===== config.mk =====
export PLATFORM = sky130hd
export DESIGN_NAME = dma_start_gate
export DESIGN_NICKNAME = d
export VERILOG_FILES = /design/src/rtl/dma_gate_pkg.sv /design/src/rtl/dma_chan_slot.sv /design/src/rtl/dma_read_mux.sv /design/src/rtl/dma_start_gate.sv
export SDC_FILE = /design/constraint.sdc
export NUM_CORES = 2
export LEC_CHECK = 0
export BUFFER_PORTS_ARGS = -buffer_cell sky130_fd_sc_hd__buf_2
export CAP_MARGIN = 20
export CORE_MARGIN = 2
export CORE_UTILIZATION = 52
export DETAILED_ROUTE_END_ITERATION = 10
export PLACE_DENSITY_LB_ADDON = 0.25
export SYNTH_ARGS = -nofsm -noshare
export SYNTH_HDL_FRONTEND = slang
export SYNTH_SLANG_ARGS = --single-unit

===== constraint.sdc =====
create_clock -name clk -period 1.85 [get_ports clk]
set_input_delay 0.0925 -clock clk [delete_from_list [all_inputs] [get_ports clk]]
set_output_delay 0.0925 -clock clk [all_outputs]
set_load 0.05 [all_outputs]

===== src/rtl/dma_gate_pkg.sv =====
package dma_gate_pkg;
   // register selector inside one channel slot
   typedef enum logic [1:0] {
      FLD_ADDR = 2'd0,
      FLD_BLK  = 2'd1,
      FLD_CTL  = 2'd2,
      FLD_NONE = 2'd3
   } fld_e;
endpackage


===== src/rtl/dma_chan_slot.sv =====
module dma_chan_slot #(
   parameter int DW     = 32,
   parameter int GO_BIT = 24
) (
   input  logic          clk,
   input  logic          rst_n,
   input  logic          wr_addr_i,
   input  logic          wr_blk_i,
   input  logic          wr_ctl_i,
   input  logic [DW-1:0] wdata_i,
   input  logic          en_i,
   input  logic          done_i,
   output logic [DW-1:0] addr_q_o,
   output logic [DW-1:0] blk_q_o,
   output logic [DW-1:0] ctl_q_o,
   output logic          start_o,
   output logic [DW-1:0] start_addr_o,
   output logic [DW-1:0] start_blk_o,
   output logic [DW-1:0] start_ctl_o,
   output logic          err_o
);
   logic go_req, launch, restart;

   assign go_req  = wr_ctl_i && wdata_i[GO_BIT];
   assign launch  = go_req && en_i;
   assign restart = go_req && ctl_q_o[GO_BIT];

   always_ff @(posedge clk or negedge rst_n) begin
      if (!rst_n) begin
         addr_q_o     <= '0;
         blk_q_o      <= '0;
         ctl_q_o      <= '0;
         start_o      <= 1'b0;
         start_addr_o <= '0;
         start_blk_o  <= '0;
         start_ctl_o  <= '0;
         err_o        <= 1'b0;
      end else begin
         if (wr_addr_i) addr_q_o <= wdata_i;
         if (wr_blk_i)  blk_q_o  <= wdata_i;
         if (wr_ctl_i)  ctl_q_o  <= wdata_i;
         else if (done_i) ctl_q_o[GO_BIT] <= 1'b0;
         start_o <= launch;
         if (launch) begin
            start_addr_o <= addr_q_o;
            start_blk_o  <= blk_q_o;
            start_ctl_o  <= wdata_i;
         end
         if (restart) err_o <= 1'b1;
      end
   end


   go_launch_chk: assert property (@(posedge clk) disable iff (!rst_n)
      (wr_ctl_i && wdata_i[GO_BIT] && en_i) |=> (start_o && start_ctl_o[GO_BIT]));

   no_enable_no_launch_chk: assert property (@(posedge clk) disable iff (!rst_n)
      (wr_ctl_i && !en_i) |=> !start_o);

   idle_no_launch_chk: assert property (@(posedge clk) disable iff (!rst_n)
      !(wr_ctl_i && wdata_i[GO_BIT]) |=> !start_o);

   done_clears_go_chk: assert property (@(posedge clk) disable iff (!rst_n)
      (done_i && !wr_ctl_i) |=> !ctl_q_o[GO_BIT]);

   restart_flag_chk: assert property (@(posedge clk) disable iff (!rst_n)
      (wr_ctl_i && wdata_i[GO_BIT] && ctl_q_o[GO_BIT]) |=> err_o);

   sticky_err_chk: assert property (@(posedge clk) disable iff (!rst_n)
      err_o |=> err_o);
endmodule


===== src/rtl/dma_read_mux.sv =====
module dma_read_mux #(
   parameter int NUM_CH       = 7,
   parameter int DW           = 32,
   parameter int AW           = 8,
   parameter int CH_BASE      = 'h80,
   parameter int CH_STRIDE    = 'h10,
   parameter int PRIMARY_ADDR = 'hF0,
   parameter int STATUS_ADDR  = 'hF4
) (
   input  logic [AW-1:0]        addr_i,
   input  logic [NUM_CH*DW-1:0] addr_regs_i,
   input  logic [NUM_CH*DW-1:0] blk_regs_i,
   input  logic [NUM_CH*DW-1:0] ctl_regs_i,
   input  logic [DW-1:0]        primary_i,
   input  logic [DW-1:0]        status_i,
   output logic [DW-1:0]        rdata_o
);
   always_comb begin
      rdata_o = '0;
      if (addr_i == AW'(PRIMARY_ADDR)) rdata_o = primary_i;
      if (addr_i == AW'(STATUS_ADDR))  rdata_o = status_i;
      for (int n = 0; n < NUM_CH; n++) begin
         if (addr_i == AW'(CH_BASE + CH_STRIDE*n))     rdata_o = addr_regs_i[n*DW +: DW];
         if (addr_i == AW'(CH_BASE + CH_STRIDE*n + 4)) rdata_o = blk_regs_i[n*DW +: DW];
         if (addr_i == AW'(CH_BASE + CH_STRIDE*n + 8)) rdata_o = ctl_regs_i[n*DW +: DW];
      end
   end
endmodule


===== src/rtl/dma_start_gate.sv =====
module dma_start_gate
   import dma_gate_pkg::*;
#(
   parameter int NUM_CH       = 7,
   parameter int DW           = 32,
   parameter int AW           = 8,
   parameter int GO_BIT       = 24,
   parameter int CH_BASE      = 'h80,
   parameter int CH_STRIDE    = 'h10,
   parameter int ABSENT_CH    = 5,
   parameter int PRIMARY_ADDR = 'hF0,
   parameter int STATUS_ADDR  = 'hF4,
   parameter int EN_STRIDE    = 4,
   parameter int EN_OFS       = 3
) (
   input  logic                 clk,
   input  logic                 rst_n,
   input  logic                 reg_wr,
   input  logic [AW-1:0]        reg_addr,
   input  logic [DW-1:0]        reg_wdata,
   output logic [DW-1:0]        reg_rdata,
   input  logic [NUM_CH-1:0]    done,
   output logic [NUM_CH-1:0]    start_pulse,
   output logic [NUM_CH*DW-1:0] start_addr,
   output logic [NUM_CH*DW-1:0] start_blk,
   output logic [NUM_CH*DW-1:0] start_ctl
);
   localparam int MAP_END = CH_BASE + CH_STRIDE*NUM_CH;
   localparam int TOP_EN  = EN_STRIDE*(NUM_CH-1) + EN_OFS;

   if (MAP_END > PRIMARY_ADDR) begin : g_bad_map
      $error("channel window overlaps primary control register");
   end
   if (TOP_EN >= DW || NUM_CH > DW || GO_BIT >= DW || CH_STRIDE < 12) begin : g_bad_width
      $error("field layout does not fit the data width");
   end

   logic [DW-1:0]        primary_q;
   logic [NUM_CH-1:0]    err_vec;
   logic [NUM_CH*DW-1:0] addr_regs, blk_regs, ctl_regs;

   always_ff @(posedge clk or negedge rst_n) begin
      if (!rst_n) primary_q <= '0;
      else if (reg_wr && reg_addr == AW'(PRIMARY_ADDR)) primary_q <= reg_wdata;
   end

   for (genvar n = 0; n < NUM_CH; n++) begin : g_ch
      localparam int BASE = CH_BASE + CH_STRIDE*n;
      fld_e fld;
      always_comb begin
         if      (reg_addr == AW'(BASE))     fld = FLD_ADDR;
         else if (reg_addr == AW'(BASE + 4)) fld = FLD_BLK;
         else if (reg_addr == AW'(BASE + 8)) fld = FLD_CTL;
         else                                fld = FLD_NONE;
      end
      if (n == ABSENT_CH) begin : g_absent
         logic unused_sel;
         assign unused_sel = (fld == FLD_NONE) ^ done[n];
         assign addr_regs[n*DW +: DW]  = '0;
         assign blk_regs[n*DW +: DW]   = '0;
         assign ctl_regs[n*DW +: DW]   = '0;
         assign start_pulse[n]         = 1'b0;
         assign start_addr[n*DW +: DW] = '0;
         assign start_blk[n*DW +: DW]  = '0;
         assign start_ctl[n*DW +: DW]  = '0;
         assign err_vec[n]             = 1'b0;
      end else begin : g_live
         dma_chan_slot #(.DW(DW), .GO_BIT(GO_BIT)) u_slot (
            .clk          (clk),
            .rst_n        (rst_n),
            .wr_addr_i    (reg_wr && fld == FLD_ADDR),
            .wr_blk_i     (reg_wr && fld == FLD_BLK),
            .wr_ctl_i     (reg_wr && fld == FLD_CTL),
            .wdata_i      (reg_wdata),
            .en_i         (primary_q[EN_STRIDE*n + EN_OFS]),
            .done_i       (done[n]),
            .addr_q_o     (addr_regs[n*DW +: DW]),
            .blk_q_o      (blk_regs[n*DW +: DW]),
            .ctl_q_o      (ctl_regs[n*DW +: DW]),
            .start_o      (start_pulse[n]),
            .start_addr_o (start_addr[n*DW +: DW]),
            .start_blk_o  (start_blk[n*DW +: DW]),
            .start_ctl_o  (start_ctl[n*DW +: DW]),
            .err_o        (err_vec[n])
         );
      end
   end

   dma_read_mux #(
      .NUM_CH(NUM_CH), .DW(DW), .AW(AW), .CH_BASE(CH_BASE), .CH_STRIDE(CH_STRIDE),
      .PRIMARY_ADDR(PRIMARY_ADDR), .STATUS_ADDR(STATUS_ADDR)
   ) u_rmux (
      .addr_i      (reg_addr),
      .addr_regs_i (addr_regs),
      .blk_regs_i  (blk_regs),
      .ctl_regs_i  (ctl_regs),
      .primary_i   (primary_q),
      .status_i    ({{(DW-NUM_CH){1'b0}}, err_vec}),
      .rdata_o     (reg_rdata)
   );


   absent_quiet_chk: assert property (@(posedge clk) disable iff (!rst_n)
      (reg_addr == AW'(CH_BASE + CH_STRIDE*ABSENT_CH + 8)) |-> (reg_rdata == '0));

   primary_hold_chk: assert property (@(posedge clk) disable iff (!rst_n)
      !(reg_wr && reg_addr == AW'(PRIMARY_ADDR)) |=> $stable(primary_q));
endmodule


# After elaboration in Yosys (flattened, before gate mapping)

Index checks and enable logic that the tools add are counted.

Input port bits: 50
Bits in registers: 1,196
Logic and storage cells: 192

Muxes and demuxes: 53
Eq/ne operators: 35
Reductions and logical operators: 49

Operator list:

| operator             | number |
|---|---|
| $mux W32             | 23 |
| $eq A8 B8 Y1 const B | 23 |
| $logic_and A1 B1 Y1  | 37 |
| $mux W2              | 12 |
| $mux W1              | 18 |
| $eq A2 B1 Y1 const B | 6 |
| $eq A2 B2 Y1 const B | 6 |
| $logic_not A2 Y1     | 6 |
| $reduce_bool A2 Y1   | 6 |

# Longest topological paths before layout

Depth in word-level cells: 24
Mapped depth: 10

# By module

Synthesis repeated with hierarchy kept, for this count alone.

Cells, all modules: 3,830
Area total of the unflattened synthesis: 54,340.9 um2

By module, submodules not included:

| module         | instances | area an instance (um2) | cells an instance |
|---|---|---|---|
| dma_chan_slot  | 6         | 7,500.9                | 413 |
| dma_read_mux   | 1         | 7,090.6                | 1,150 |
| dma_start_gate | 1         | 2,244.7                | 202 |

# Worst setup path before layout

No wires, ideal clock.

Path type: input to output
Start point: input reg_addr[1]
End point: output reg_rdata[23]
Stages on the path: 7
Slack: -1.069 ns
Required time: 1.757 ns
Path buffers: 2
Data arrival time: 2.826 ns
Cells stage by stage: buf_2 > or4b_1 > clkbuf_1 > o31ai_1 > or3_1 > nor4_1 > a311oi_1

Cells in the longest elaborated chain, start to end: 24
Elaborated cells between the ends (all ways): 46
Those cells by class: 23 x eq/ne; 23 x mux

RTL lines:

| what               | line                 | RTL |
|---|---|---|
| start: declaration | dma_start_gate.sv:19 | `input logic [AW-1:0] reg_addr,` |
| $eq A8 B8 Y1       | dma_read_mux.sv:20   | `if (addr_i == AW'(PRIMARY_ADDR)) rdata_o = primary_i;` |
| $mux W32           | dma_read_mux.sv:20   |  |
| $mux W32           | dma_read_mux.sv:21   | `if (addr_i == AW'(STATUS_ADDR)) rdata_o = status_i;` |
| $mux W32           | dma_read_mux.sv:23   | `if (addr_i == AW'(CH_BASE + CH_STRIDE*n)) rdata_o = addr_regs_i[n*DW +: DW];` |
| $mux W32           | dma_read_mux.sv:24   | `if (addr_i == AW'(CH_BASE + CH_STRIDE*n + 4)) rdata_o = blk_regs_i[n*DW +: DW];` |
| $mux W32           | dma_read_mux.sv:25   | `if (addr_i == AW'(CH_BASE + CH_STRIDE*n + 8)) rdata_o = ctl_regs_i[n*DW +: DW];` |
| $mux W32           | dma_read_mux.sv:23   |  |
| $mux W32           | dma_read_mux.sv:24   |  |
| (+8 left out)      | --                   |  |
| $mux W32           | dma_read_mux.sv:24   |  |
| $mux W32           | dma_read_mux.sv:25   |  |
| $mux W32           | dma_read_mux.sv:23   |  |
| $mux W32           | dma_read_mux.sv:24   |  |
| $mux W32           | dma_read_mux.sv:25   |  |
| $mux W32           | dma_read_mux.sv:23   |  |
| $mux W32           | dma_read_mux.sv:24   |  |
| $mux W32 *         | dma_read_mux.sv:25   |  |
| end: declaration   | dma_start_gate.sv:21 | `output logic [DW-1:0] reg_rdata,` |

Mark *: on every way between the ends. The rest lies on a longest branch, timed or not.

# Final worst setup path

Start point: register g_ch[1].g_live.u_slot.addr_q_o[4]
End point: output reg_rdata[4]

Cells in the longest elaborated chain, start to end: 18

RTL lines:

| what                     | line                | RTL |
|---|---|---|
| start: declaration       | dma_chan_slot.sv:13 | `output logic [DW-1:0] addr_q_o,` |
| start signal: assignment | dma_chan_slot.sv:39 | `if (wr_addr_i) addr_q_o <= wdata_i;` |
| $mux W32                 | dma_read_mux.sv:23  |  |
| $mux W32                 | dma_read_mux.sv:24  |  |
| $mux W32                 | dma_read_mux.sv:25  |  |
| $mux W32                 | dma_read_mux.sv:23  |  |
| $mux W32                 | dma_read_mux.sv:24  |  |
| $mux W32                 | dma_read_mux.sv:25  |  |
| $mux W32                 | dma_read_mux.sv:23  |  |
| $mux W32                 | dma_read_mux.sv:24  |  |
| (+2 left out)            | --                  |  |
| $mux W32                 | dma_read_mux.sv:24  |  |
| $mux W32                 | dma_read_mux.sv:25  |  |
| $mux W32                 | dma_read_mux.sv:23  |  |
| $mux W32                 | dma_read_mux.sv:24  |  |
| $mux W32                 | dma_read_mux.sv:25  |  |
| $mux W32                 | dma_read_mux.sv:23  |  |
| $mux W32                 | dma_read_mux.sv:24  |  |
| $mux W32                 | dma_read_mux.sv:25  |  |

Every way passes these cells.

==> results.txt <==
----------------------------------------------------
[Run status]
  Run status ... complete, but fails checks
  Violated checks ... negative setup slack

[Worst setup path]
  Reg2reg start ... primary_q[27]$_DFFE_PN0P_
  Crit end category ... output pin
  Kind of critical path ... register to output pin
  Worst-path fanout max ... 2
  Worst R2R Path Depth ... 4
  Required time at the worst-slack endpoint ... around 1800 ps
  End of the worst register-to-register path ... g_ch[6].g_live.u_slot.start_addr_o[18]$_DFFE_PN0P_
  Kind of start point of the critical path ... register
  Setup slack on the worst flop-to-flop path ... 280 ps
  CP Data Arrival Time ... 2720 ps

[Synthesis]
  Async set-or-reset flop fraction in the synthesized netlist ... 1.000
  Number of standard cells after synthesis ... ~4500
  Post-synth design cell area ... between 50000 and 60000 um2
  Share of the yosys chip area belonging to registers ... 0.5821
  Area share of fa/ha/maj cells after synthesis ... 0
  Synthesized-area fraction occupied by ao, oa, aoi and oai cells ... 0.07566
  Mapped Avg Cell Area ... 11.47 um2
  Post-Synth XOR/XNOR Area ... 0
  Post-synthesis share of cell area spent on and, or, nand and nor gates ... 0.1089
  Flip-flop and latch count after synthesis ... 1196
  Dominant combinational cell family by area after synthesis ... multiplexers
  Mux share of post-synthesis cell area ... 0.1892
  Predominant post-synthesis flop cell ... sky130_fd_sc_hd__dfrtp_1
  Syn. warnings ... 0
  Library cells used by synthesis ... 75
  Number of enable-type register cells in the synthesized netlist ... 0

[CTS]
  Depth of the CTS H-tree ... 3
  Clock network latency to the later pin of the worst-skew pair ... 730 ps
  Number of CTS-inserted buffers ... 119
  Sinks on Clock Net ... 1196
  Clk pin slew, worst setup/hold paths ... ~60 ps
  Number of buffers on the longest clock path ... 3
  Clock tree root driver cell ... sky130_fd_sc_hd__clkbuf_16
  TritonCTS clock tree ... done

[STA]
  Total count of hold-check failures in the final report ... 0
  Fraction of the cycle the final worst path needs ... 1.520
  Worst setup skew after layout ... about 21 ps
  Achievable clock frequency ... between 300 and 400 MHz
  Worst slew margin relative to its limit ... 0.4306
  Final Setup Violations ... 32
  Final critical-path setup slack ... -962.8 ps
  RSZ-0062 raised after global routing ... true
  Final critical-path required period ... about 2800 ps
  Slew at the pin with the worst max-slew slack ... between 800 and 900 ps
  Pins Over Slew Limit ... 0
  Worst hold margin ... approximately 170 ps

[Die]
  Starting density of the core ... 0.5239
  Die footprint ... between 100000 and 150000 um2
  Floorplan Core Area ... slightly below 100000 um2
  Placement Rows ... 115
  Die height ... between 300 and 400 um
  Die outline width ... 318.4 um
  I/O pin total ... around 760

[Final layout]
  Most frequent cells in the layout ... sky130_fd_sc_hd__dfrtp_1 (1186), sky130_fd_sc_hd__nand2_1 (1097), sky130_fd_sc_hd__mux2_2 (786), sky130_fd_sc_hd__buf_2 (623), sky130_fd_sc_hd__buf_4 (542)
  Count of nets after finishing ... between 5000 and 6000
  Proportion of layout cells with a drive suffix above 1 ... 0.4549
  Commonest non-fill, non-tap cell in the layout ... sky130_fd_sc_hd__dfrtp_1
  Syn-to-layout area delta ... 32.30%
  Final Cell Area ... ~68000 um2

[Route]
  Routed WL per cell ... a little under 30 um
  Number of antenna-violating nets in the routed design ... 0
  Routed met1 length ... 76.88 mm
  Initial DRC Count ... ~4300
  Post-detailed-route DRC marker count ... 0
  Routed vias/inst ... approximately 6
  Via count of the routed design ... 42190
  Total length of routed wires ... slightly above 200 mm
  Highest signal layer in the routed design ... met5
  Metal2 WL ... slightly below 100 mm
  1st-pass router iterations ... 6
  DR WL met3 ... about 17 mm

[GRT]
  Pin count of the biggest net entering global routing ... 97
  Wire length of the first global-routing pass ... 293.0 mm
  Antenna violations before repair ... 7
  Global routing usage summed across all routing layers ... 0.3956
  Overflow left after global routing ... 0
  Vias in the first global route ... roughly 43000

[Place]
  Last weighted congestion value of the routability-driven placer ... around 0.98
  Placement Cell Area ... about 60000 um2
  Number of port buffers ... approximately 660
  Total half-perimeter wirelength after legalization and detailed placement ... 144.8 mm

[Run]
  Max-cap violation count ... 0

[Power and ir drop]
  Power density over the cells ... around 840 nW/um2
  Worst VDD drop ... 921.4 uV
  Static leakage power ... 36.66 nW

[Min path]
  Worst min-delay path category ... primary input to async pin

----------------------------------------------------
-- report_power, final --
part           total (mW)  internal (mW)  switching, mW
logic                4.26           1.49           2.77
clock network        25.6           14.8           10.8
registers            27.5           26.8          0.687
-- critical path: stages (launching register included) --
cell	delay (ps)
sky130_fd_sc_hd__dfrtp_1	350
sky130_fd_sc_hd__nor2_1	50
sky130_fd_sc_hd__nor2_1	130
sky130_fd_sc_hd__a21oi_1	90
sky130_fd_sc_hd__o32a_1	360
sky130_fd_sc_hd__a211o_1	340
sky130_fd_sc_hd__a222oi_1	280
sky130_fd_sc_hd__buf_4	230
sky130_fd_sc_hd__buf_12	140
-- registers in the layout (all words and copies together), names as in the netlist --
| name | cells |
|---|---|
| g_ch.g_live.u_slot.addr_q_o | 192 |
| g_ch.g_live.u_slot.blk_q_o | 192 |
| g_ch.g_live.u_slot.ctl_q_o | 192 |
| g_ch.g_live.u_slot.start_addr_o | 192 |
| g_ch.g_live.u_slot.start_blk_o | 192 |
| g_ch.g_live.u_slot.start_ctl_o | 192 |
| primary_q | 32 |
| g_ch.g_live.u_slot.err_o | 6 |
| g_ch.g_live.u_slot.start_o | 6 |
-- layer usage --
| metal | vias up | track usage |
|---|---|---|
| li1 | 17603 | - |
| met1 | 21774 | 0.5032 |
| met2 | 2276 | 0.6443 |
| met3 | 531 | 0.07822 |
| met5 | - | 0 |
| met4 | 6 | 0.2068 |
-- repair_timing --
item,4_1_cts,5_1_grt
hold buffers,41,0
gates cloned,2,1
pin swaps,109,62
hold endpoints to repair,1447,0
resized for setup,234,87
setup endpoints to repair,32,41
setup buffers,48,12
-- cells by family (layout without fill, tap and decap cells) --
group                  after synthesis  after routing
and+or+nand+nor                   1370           1370
DFF                               1196           1196
muxes                              866            866
AOI/OAI and AO/OA                  589            589
buffers and inverters              462           1624
other                                1            100
-- synth_stat cells, types with 11 or more instances --
master	number	area [um2]
sky130_fd_sc_hd__a21oi_1	116	580.6
sky130_fd_sc_hd__a221oi_1	34	297.8
sky130_fd_sc_hd__a22o_1	18	157.7
sky130_fd_sc_hd__a22oi_1	71	533.0
sky130_fd_sc_hd__a31oi_1	12	75.07
sky130_fd_sc_hd__and3_1	21	131.4
sky130_fd_sc_hd__buf_1	56	210.2
sky130_fd_sc_hd__buf_2	90	450.4
sky130_fd_sc_hd__buf_4	109	818.3
sky130_fd_sc_hd__clkbuf_1	192	720.7
sky130_fd_sc_hd__dfrtp_1	1196	29930
sky130_fd_sc_hd__inv_1	12	45.04
sky130_fd_sc_hd__mux2_1	56	630.6
sky130_fd_sc_hd__mux2_2	790	8896
sky130_fd_sc_hd__mux2i_1	20	200.2
sky130_fd_sc_hd__nand2_1	1108	4159
sky130_fd_sc_hd__nand2b_1	14	87.58
sky130_fd_sc_hd__nand3_1	30	150.1
sky130_fd_sc_hd__nand3b_1	12	90.09
sky130_fd_sc_hd__nor2_1	110	412.9
sky130_fd_sc_hd__nor3_1	18	90.09
sky130_fd_sc_hd__o211ai_1	17	127.6
sky130_fd_sc_hd__o21ai_0	139	695.7
sky130_fd_sc_hd__o22ai_1	63	394.1
sky130_fd_sc_hd__o2bb2ai_1	11	96.34
-- area by class of cell --
class,count,area [um2]
multi-input combinational,2922,21370
antenna,3,7.507
inverter,14,52.55
fill,7223,30110
sequential,1196,29940
clock inverter,59,715.7
tap,1287,1610
timing repair buffer,1388,10910
clock buffer,163,3415
-- worst max path at each step --
| stage | slack, ps | start | end | cells after the start |
|---|---|---|---|---|
| 6_report | -960 | g_ch[1].g_live.u_slot.addr_q_o[4]$_DFFE_PN0P_ | reg_rdata[4] | 8 |
| 5_1_grt | -1010 | g_ch[1].g_live.u_slot.addr_q_o[4]$_DFFE_PN0P_ | reg_rdata[4] | 8 |
| 4_1_cts | -960 | g_ch[1].g_live.u_slot.addr_q_o[4]$_DFFE_PN0P_ | reg_rdata[4] | 8 |
| 3_5_place_dp | -1010 | reg_addr[6] | reg_rdata[15] | 12 |
| 3_3_place_gp | -1020 | reg_addr[6] | reg_rdata[15] | 12 |
| 2_1_floorplan | -790 | reg_addr[3] | reg_rdata[4] | 8 |
-- per-stage QoR --
step	TNS, ps	std cells	worst slack, ps	total power, mW	util
2_1_floorplan	-59980	4580	-786.3	29.51	-
3_3_place_gp	-473070	6712	-1024	31.75	0.6277
3_5_place_dp	-493810	6712	-1013	31.81	0.6277
4_1_cts	-21450	7018	-960.4	57.39	0.6883
5_1_grt	-22190	7029	-1008	58.81	0.6931
6_report	-21210	7032	-962.8	57.35	0.6932
Note: power is estimated with default switching activity, not from simulation.
